===== config.mk =====
export PLATFORM = sky130hd
export DESIGN_NAME = baudtick_gen
export DESIGN_NICKNAME = d
export VERILOG_FILES = /design/src/rtl/baudtick_pkg.sv /design/src/rtl/bg_div_regs.sv /design/src/rtl/bg_prescaler.sv /design/src/rtl/bg_sample_div.sv /design/src/rtl/bg_bit_div.sv /design/src/rtl/baudtick_gen.sv
export SDC_FILE = /design/constraint.sdc
export NUM_CORES = 1
export LEC_CHECK = 0
export BUFFER_PORTS_ARGS = -buffer_cell sky130_fd_sc_hd__clkbuf_2
export CORE_MARGIN = 5
export CORE_UTILIZATION = 65
export DETAILED_ROUTE_END_ITERATION = 10
export GPL_ROUTABILITY_DRIVEN = 1
export PLACE_DENSITY = 0.91
export SYNTH_ARGS = -nofsm -noshare
export SYNTH_HDL_FRONTEND = slang
export SYNTH_HIERARCHICAL = 1
export SYNTH_SLANG_ARGS = --single-unit

===== constraint.sdc =====
create_clock -name clk -period 11.04 [get_ports clk]
set_clock_uncertainty 0.1 [all_clocks]
set_input_delay 1.104 -clock clk [delete_from_list [all_inputs] [get_ports clk]]
set_output_delay 1.104 -clock clk [all_outputs]
set_load 0.005 [all_outputs]

===== src/rtl/baudtick_pkg.sv =====
package baudtick_pkg;

  // True when a modulo counter sits on its final count for a given limit.
  // A zero limit never produces a hit.
  function automatic logic last_count16(input logic [15:0] cnt,
                                        input logic [15:0] limit);
    return (limit != 16'd0) && (cnt == limit - 16'd1);
  endfunction

  // Next value of a wrapping counter that counts 0..limit-1.
  function automatic logic [15:0] wrap_next16(input logic [15:0] cnt,
                                              input logic [15:0] limit);
    if (limit == 16'd0 || cnt >= limit - 16'd1)
      return 16'd0;
    return cnt + 16'd1;
  endfunction

  // Next value of a counter that counts 0..top inclusive.
  function automatic logic [7:0] wrap_incl8(input logic [7:0] cnt,
                                            input logic [7:0] top);
    if (cnt >= top)
      return 8'd0;
    return cnt + 8'd1;
  endfunction

endpackage


===== src/rtl/bg_div_regs.sv =====
module bg_div_regs #(
  parameter int CD_W       = 16,
  parameter int BDIV_W     = 8,
  parameter int BDIV_RESET = 15
) (
  input  logic              clk,
  input  logic              rst_n,
  input  logic [CD_W-1:0]   wr_data,
  input  logic              cd_wr,
  input  logic              bdiv_wr,
  output logic [CD_W-1:0]   cd_q,
  output logic [BDIV_W-1:0] bdiv_q
);

  always_ff @(posedge clk or negedge rst_n) begin
    if (!rst_n) begin
      cd_q   <= '0;
      bdiv_q <= BDIV_W'(BDIV_RESET);
    end else begin
      if (cd_wr)   cd_q   <= wr_data;
      if (bdiv_wr) bdiv_q <= wr_data[BDIV_W-1:0];
    end
  end

endmodule


===== src/rtl/bg_prescaler.sv =====
module bg_prescaler #(
  parameter int PRE_DIV = 8
) (
  input  logic clk,
  input  logic rst_n,
  input  logic clr,
  input  logic sel,
  output logic pre_en
);

  localparam int PRE_W = (PRE_DIV > 1) ? $clog2(PRE_DIV) : 1;

  generate
    if (PRE_DIV > 1) begin : g_div
      logic [PRE_W-1:0] pre_cnt;

      always_ff @(posedge clk or negedge rst_n) begin
        if (!rst_n)
          pre_cnt <= '0;
        else if (clr || !sel)
          pre_cnt <= '0;
        else if (pre_cnt == PRE_W'(PRE_DIV - 1))
          pre_cnt <= '0;
        else
          pre_cnt <= pre_cnt + 1'b1;
      end

      assign pre_en = sel ? (pre_cnt == PRE_W'(PRE_DIV - 1)) : 1'b1;
    end else begin : g_pass
      logic unused_ok;
      assign unused_ok = clr ^ sel ^ clk ^ rst_n;
      assign pre_en    = 1'b1;
    end
  endgenerate

endmodule


===== src/rtl/bg_sample_div.sv =====
module bg_sample_div #(
  parameter int CD_W = 16
) (
  input  logic            clk,
  input  logic            rst_n,
  input  logic            clr,
  input  logic            en,
  input  logic [CD_W-1:0] cd,
  output logic [CD_W-1:0] s_cnt,
  output logic            sample_ev
);
  import baudtick_pkg::*;

  logic [15:0] cnt_ext;
  logic [15:0] cd_ext;

  assign cnt_ext = 16'(s_cnt);
  assign cd_ext  = 16'(cd);

  always_ff @(posedge clk or negedge rst_n) begin
    if (!rst_n)
      s_cnt <= '0;
    else if (clr)
      s_cnt <= '0;
    else if (en)
      s_cnt <= CD_W'(wrap_next16(cnt_ext, cd_ext));
  end

  assign sample_ev = en && last_count16(cnt_ext, cd_ext);

endmodule


===== src/rtl/bg_bit_div.sv =====
module bg_bit_div #(
  parameter int BDIV_W = 8
) (
  input  logic              clk,
  input  logic              rst_n,
  input  logic              clr,
  input  logic              adv,
  input  logic [BDIV_W-1:0] bdiv,
  output logic [BDIV_W-1:0] b_cnt,
  output logic              bit_ev
);
  import baudtick_pkg::*;

  always_ff @(posedge clk or negedge rst_n) begin
    if (!rst_n)
      b_cnt <= '0;
    else if (clr)
      b_cnt <= '0;
    else if (adv)
      b_cnt <= BDIV_W'(wrap_incl8(8'(b_cnt), 8'(bdiv)));
  end

  assign bit_ev = (b_cnt == bdiv);

endmodule


===== src/rtl/baudtick_gen.sv =====
module baudtick_gen #(
  parameter int CD_W       = 16,
  parameter int BDIV_W     = 8,
  parameter int PRE_DIV    = 8,
  parameter int BDIV_RESET = 15
) (
  input  logic            clk,
  input  logic            rst_n,
  input  logic            prescale_sel,
  input  logic [CD_W-1:0] wr_data,
  input  logic            cd_wr,
  input  logic            bdiv_wr,
  input  logic            restart,
  output logic            sample_tick,
  output logic            bit_tick
);

  logic [CD_W-1:0]   cd_q;
  logic [BDIV_W-1:0] bdiv_q;
  logic [CD_W-1:0]   s_cnt;
  logic [BDIV_W-1:0] b_cnt;
  logic              restart_any;
  logic              pre_en;
  logic              sample_ev;
  logic              bit_ev;

  assign restart_any = restart | cd_wr | bdiv_wr;

  bg_div_regs #(.CD_W(CD_W), .BDIV_W(BDIV_W), .BDIV_RESET(BDIV_RESET)) u_regs (
    .clk     (clk),
    .rst_n   (rst_n),
    .wr_data (wr_data),
    .cd_wr   (cd_wr),
    .bdiv_wr (bdiv_wr),
    .cd_q    (cd_q),
    .bdiv_q  (bdiv_q)
  );

  bg_prescaler #(.PRE_DIV(PRE_DIV)) u_pre (
    .clk    (clk),
    .rst_n  (rst_n),
    .clr    (restart_any),
    .sel    (prescale_sel),
    .pre_en (pre_en)
  );

  bg_sample_div #(.CD_W(CD_W)) u_sdiv (
    .clk       (clk),
    .rst_n     (rst_n),
    .clr       (restart_any),
    .en        (pre_en),
    .cd        (cd_q),
    .s_cnt     (s_cnt),
    .sample_ev (sample_ev)
  );

  assign sample_tick = sample_ev & ~restart_any;

  bg_bit_div #(.BDIV_W(BDIV_W)) u_bdiv (
    .clk    (clk),
    .rst_n  (rst_n),
    .clr    (restart_any),
    .adv    (sample_tick),
    .bdiv   (bdiv_q),
    .b_cnt  (b_cnt),
    .bit_ev (bit_ev)
  );

  assign bit_tick = sample_tick & bit_ev;

endmodule


Yosys cells after proc, flatten, opt, wreduce, memory -nomap -nowiden
Cells that the tools add are included.
{"block": "word_totals", "ramBits": 0, "n_memories": 0, "rom_bits": 0, "output_inout_bits": 2, "elab_cells": 45, "inputBits": 22, "regBits": 51, "latchBits": 0}
{"block": "classes", "bitwise": 5, "reduce_logical": 9, "add_sub_neg": 4, "n_mux": 17, "magnitude_cmp": 2, "multipliers": 0, "div_mod_pow": 0, "eq_ne": 3, "n_shift": 0}
{"operator": "$mux W16", "count": 4}
{"operator": "$mux W8", "count": 4}
{"operator": "$add A16 B1 Y16 const B", "count": 1}
{"operator": "$eq A16 B16 Y1", "count": 1}
{"operator": "$ge A16 B16 Y1", "count": 1}
{"operator": "$logic_not A16 Y1", "count": 1}
{"operator": "$reduce_bool A16 Y1", "count": 1}
{"operator": "$sub A16 B1 Y16 const B", "count": 1}
{"operator": "$add A8 B1 Y8 const B", "count": 1}
{"operator": "$eq A8 B8 Y1", "count": 1}
{"operator": "$ge A8 B8 Y1", "count": 1}
{"operator": "$mux W1", "count": 7}
{"operator": "$mux W3", "count": 2}
{"operator": "$reduce_bool A2 Y1", "count": 2}
{"operator": "$add A3 B1 Y3 const B", "count": 1}
{"operator": "$eq A3 B3 Y1 const B", "count": 1}
{"operator": "$and A1 B1 Y1", "count": 2}
{"operator": "$logic_and A1 B1 Y1", "count": 2}
{"operator": "$logic_or A1 B1 Y1", "count": 2}
{"operator": "$or A1 B1 Y1", "count": 2}
{"operator": "$logic_not A1 Y1", "count": 1}
{"operator": "$not A1 Y1", "count": 1}

Depth between registers and ports, before layout
{"block": "logic_depth", "depth_word": 10, "mapped_depth": 16, "ltp_nobuf": 16}

Hierarchy
The synthesis kept the hierarchy.
{"module": "bg_sample_div", "area_per_inst_um2": 1475.2, "n_inst": 1, "cells_each": 171, "seq_area_each_um2": 400.4}
{"module": "bg_div_regs", "area_per_inst_um2": 949.7, "n_inst": 1, "cells_each": 51, "seq_area_each_um2": 605.6}
{"module": "bg_bit_div", "area_per_inst_um2": 645.6, "n_inst": 1, "cells_each": 70, "seq_area_each_um2": 200.2}
{"module": "bg_prescaler", "area_per_inst_um2": 138.9, "n_inst": 1, "cells_each": 9, "seq_area_each_um2": 75.1}
{"module": "baudtick_gen", "area_per_inst_um2": 27.5, "n_inst": 1, "cells_each": 4, "seq_area_each_um2": 0.0}

Worst setup path before layout
No wires, ideal clock.
{"block": "synth_timing", "kind": "reg-to-output", "from": "register u_regs.cd_q[0]", "to": "output sample_tick", "path_slack_ns": 6.539, "t_arrival_ns": 3.297, "stages_incl_launch_ff": 13, "path_buffers": 0, "required_time_ns": 9.836, "cell_sequence": "dfrtp_1 -> inv_1 -> ha_1 -> or3b_2 -> nor3_1 -> nand2_1 -> or3_1 -> xor2_1 -> ha_1 -> nand4_1 -> or4b_1 -> nor3_1 -> and2_2"}
{"block": "synth_between", "elab_chain_len": 5, "word_cells_on_any_way": 6, "classes_between": "add/sub (1); eq/ne (1); bitwise (1); reduce/logical (3)"}
{"item": "start, declared", "line_no": "bg_div_regs.sv:11", "source": "output logic [CD_W-1:0] cd_q,"}
{"item": "start signal, assigned", "line_no": "bg_div_regs.sv:20", "source": "if (cd_wr) cd_q <= wr_data;"}
{"item": "$sub A16 B1 Y16", "line_no": "baudtick_pkg.sv:7", "source": "return (limit != 16'd0) && (cnt == limit - 16'd1);"}
{"item": "$eq A16 B16 Y1", "line_no": "baudtick_pkg.sv:7"}
{"item": "$logic_and A1 B1 Y1 (*)", "line_no": "baudtick_pkg.sv:7"}
{"item": "$logic_and A1 B1 Y1 (*)", "line_no": "bg_sample_div.sv:29", "source": "assign sample_ev = en && last_count16(cnt_ext, cd_ext);"}
{"item": "named net sample_ev", "line_no": "baudtick_gen.sv:24", "source": "logic sample_ev;"}
{"item": "$and A1 B1 Y1 (*)", "line_no": "baudtick_gen.sv:57", "source": "assign sample_tick = sample_ev & ~restart_any;"}
{"item": "end, declared", "line_no": "baudtick_gen.sv:14", "source": "output logic sample_tick,"}
The timed path passes the listed nets; every way through them passes the cells marked *.

Final worst setup path
Ends and elaborated chain as after synthesis.

==> key figures <==
Setup path
  • Worst Setup SP: u_regs/cd_q[0]$_DFFE_PN0P_
  • Reg-to-reg startpoint: u_regs/cd_q[0]$_DFFE_PN0P_
  • Slowest stage delay, CP: 0.59 ns
  • CP Launch Type: flip-flop
  • Worst Path Arrival: 4.62 ns
  • Slowest stage cell, crit path: nor3_1
  • Crit path kind: flip-flop to output pin
  • Reg-to-Reg End: u_sdiv/s_cnt[13]$_DFFE_PN0P_
  • Crit path required time: 9.84 ns
  • Worst setup path end: sample_tick
  • Crit path cell chain: inv_1, ha_1, or3b_2, nor3_1, nand2_1, or3_1, xor2_1, ha_1, nand4_1, or4b_1, nor3_1, and2_2, clkbuf_2
  • Worst r2r path cells: 14
  • Crit. End Element: output pin
  • Largest fanout on the critical path: 9
  • R2R setup slack: around 6 ns

Layout
  • Area growth syn-to-layout: 7.85%
  • Fraction of layout cells with a size suffix above 1: between 20% and 30%
  • Fin nets: 380
  • Diode count: 0
  • Post-route insts no fill: 397

Clock network
  • CTS sink cnt: 51
  • Resize count post-CTS: 0
  • Root Buffer: clkbuf_8
  • Worst-Skew Late Latency: 0.31 ns
  • Bufs on Longest Clock Path: 2
  • Post-CTS setup buffers: 0
  • CTS Hold Bufs: 0
  • H-Tree Depth: 2
  • CTS buffer count: 5
  • CTS tree: built
  • Clock transition at the registers of the reported paths: 0.09 ns

Yosys
  • Mean post-synth cell area: 10.6 um^2
  • Post-synth top flop: dfrtp_1
  • Net count after synthesis: 356
  • Sequential share of the synthesized area: 39.6%
  • Area contributors post-synth: dfrtp_1, ha_1, mux2_2, mux2_4, dfstp_2
  • Async SR Flop Fraction: 100%
  • Synth Instances: between 300 and 400
  • Number of library cell types mapped by synthesis: 52
  • Synth top area share: 36.3%
  • Mapped Area: 3240 um^2
  • Synth Area in Adders: between 10% and 20%
  • Largest family of logic cells by synthesized area: simple AND/OR/NAND/NOR gates
  • Post-synth EDFFs: 0
  • Xor/xnor share of the synthesized area: ~4.9%
  • Simple-gate share of the synthesized area: 18.8%
  • #FFs+latches synth: 51
  • Synth Area in Compound Gates: 10.9%
  • Mux cell area share after synthesis: 10.4%
  • Largest area contributor in the netlist: dfrtp_1
  • Ys Warns: 6

STA
  • Max Slew Vio Count: 0
  • Hold Violations, Final: 0
  • RSZ-0062 raised after global routing: false
  • Final Critical Period: 5.82 ns
  • Worst Setup Slack, final: roughly 5.2 ns
  • Fmax: around 170 MHz
  • Worst hold slack: 0.390 ns
  • Count of final setup violators: 0
  • Setup TNS: 0 ns
  • Rel. slew slack: 37.3%
  • Worst slew pin tran: 0.941 ns
  • Fin crit share: 52.7%

Run
  • Max-cap violations: 0

Placed design
  • Placement Setup Slack: 5.83 ns
  • Hpwl dp: 5080 um
  • Routability Congestion: 0.804
  • Placed Instances: 389
  • Port bufs: 23

Pwr
  • LEAKAGE: between 0.0015 and 0.002 uW
  • Power per Cell Area: 115 nW/um^2
  • Reg power frac: between 50 and 60%
  • Switching Fraction: 25.3%
  • Gate power share: 14.1%
  • Power Internal: 300 uW
  • Psw: 102 uW
  • VDD IR-drop max: 0.0000911 V
  • Clock power frac: ~35%

Min path
  • HP Class: flip-flop to flip-flop

Detailed routing
  • WL/cell: 17.5 um
  • Via density: just over 6
  • Routed WL: 6950 um
  • Number of vias after detailed routing: 2,442
  • Drt drc: 0
  • Initial DRC count: 160
  • Drt pass-1 iters: 4
  • Post-route ant nets: 0

Floorplan
  • I/O Pins: 24
  • Full die area: 6490 um^2
  • Width of the die: 80.6 um
  • Core area: 4790 um^2
  • Site Rows: 25
  • Die Y: 80.6 um
  • Initial Utilization: about 68%

Global routing
  • Vias in the first global route: roughly 2,500
  • First-pass GRT wire length: roughly 12,000 um
  • Initial antenna violation count: 0
  • GRT Total Usage: 24.3%
  • Global route total overflow: 0
  • Largest net degree at the start of global routing: between 50 and 60

Status
  • Outcome: finished, final reports clean
-- cells in the mapped netlist, types with 3 or more instances --
| library cell | instances |
|---|---|
| inv_1 | 17 |
| ha_1 | 29 |
| a21oi_1 | 14 |
| nor3_1 | 7 |
| dfrtp_1 | 47 |
| and3_1 | 7 |
| a21o_1 | 5 |
| a31oi_1 | 5 |
| nor2_1 | 19 |
| nand2_1 | 17 |
| buf_6 | 4 |
| nor4_1 | 3 |
| and4_1 | 4 |
| nand2b_1 | 8 |
| nand3_1 | 16 |
| xor2_1 | 7 |
| nand4_1 | 8 |
| mux2_4 | 10 |
| mux2i_1 | 3 |
| dfstp_2 | 4 |
| a22o_1 | 7 |
| o21ai_0 | 7 |
| xnor2_1 | 11 |
| mux2_2 | 14 |
-- cells in the final DEF, fill, tap and decap left out, types with 3 or more instances in the layout --
master,count
a21o_1,5
a21oi_1,14
a22o_1,7
a31oi_1,5
and3_1,7
and4_1,4
clkbuf_2,23
clkbuf_8,6
dfrtp_1,47
dfstp_2,4
ha_1,29
inv_1,17
mux2_2,14
mux2_4,10
mux2i_1,3
nand2_1,17
nand2b_1,8
nand3_1,16
nand4_1,8
nor2_1,19
nor3_1,7
nor4_1,3
o21ai_0,7
xnor2_1,11
xor2_1,7
-- worst max-delay path, delay by kind of cell, from the launching register on --
family	cells	cell delay, ns
and+or+nand+nor	8	3.02
adders and majority gates	2	0.50
DFF	1	0.40
buffers and inverters	2	0.23
xor gates and xnor gates	1	0.17
-- stage by stage --
step	area (um^2)	power, uW	utilization [%]
2_1_floorplan	3240	248	-
3_3_place_gp	3370	261	70.4
3_5_place_dp	3370	265	70.4
4_1_cts	3490	403	72.9
5_1_grt	3490	421	72.9
6_report	3490	401	72.9
-- sequential cells by signal (all words and copies together) (netlist names) --
register,count
u_regs/cd_q,16
u_pre/g_div.pre_cnt,3
u_sdiv/s_cnt,16
u_bdiv/b_cnt,8
u_regs/bdiv_q,8
-- cells by family (layout without fill, tap and decap cells) --
logic type | count (synthesis) | count (layout)
fa+ha+maj | 29 | 29
mux | 27 | 27
compound gates | 48 | 48
simple gates | 108 | 108
flops | 51 | 51
buf+inv | 24 | 49
xor+xnor | 18 | 18
-- power groups by stage --
| stage | registers [uW] | clock network, uW | logic (uW) |
|---|---|---|---|
| floorplan | 207 | 0 | 40.9 |
| global placement | 209 | 0 | 52.1 |
| detailed placement | 210 | 0 | 55.7 |
| CTS | 206 | 140 | 56.7 |
| global route | 208 | 151 | 62.8 |
| finish | 206 | 139 | 56.6 |
-- final cells by class --
type / count / area [um^2]
multi-input cells: 230 / 1820
well taps: 67 / 83.8
clock buffers: 6 / 82.6
clock inverters: 2 / 38.8
flip-flops and latches: 51 / 1280
repair buffers: 24 / 123
inverters: 17 / 63.8
fillers: 296 / 1290
-- per-layer routing --
metal  global-route usage, %  wire length, um  share of wire, %
met1                    29.9             2880                41
met2                    42.1             3550                51
met3                    4.93              359               5.2
met4                    8.78              160               2.3
met5                       0                0                 0
-- worst min-delay path by stage --
stage | from | to | slack, ns | cells past startpoint
after floorplan | u_pre/g_div.pre_cnt[0]$_DFF_PN0_ | u_pre/g_div.pre_cnt[0]$_DFF_PN0_ | 0.34 | 1
after global placement | u_pre/g_div.pre_cnt[0]$_DFF_PN0_ | u_pre/g_div.pre_cnt[0]$_DFF_PN0_ | 0.35 | 1
after detailed placement | u_pre/g_div.pre_cnt[0]$_DFF_PN0_ | u_pre/g_div.pre_cnt[0]$_DFF_PN0_ | 0.37 | 1
after CTS | u_pre/g_div.pre_cnt[0]$_DFF_PN0_ | u_pre/g_div.pre_cnt[0]$_DFF_PN0_ | 0.39 | 1
after global routing | u_pre/g_div.pre_cnt[0]$_DFF_PN0_ | u_pre/g_div.pre_cnt[0]$_DFF_PN0_ | 0.41 | 1
final | u_pre/g_div.pre_cnt[0]$_DFF_PN0_ | u_pre/g_div.pre_cnt[0]$_DFF_PN0_ | 0.39 | 1
Note: power is estimated with default switching activity, not from simulation.
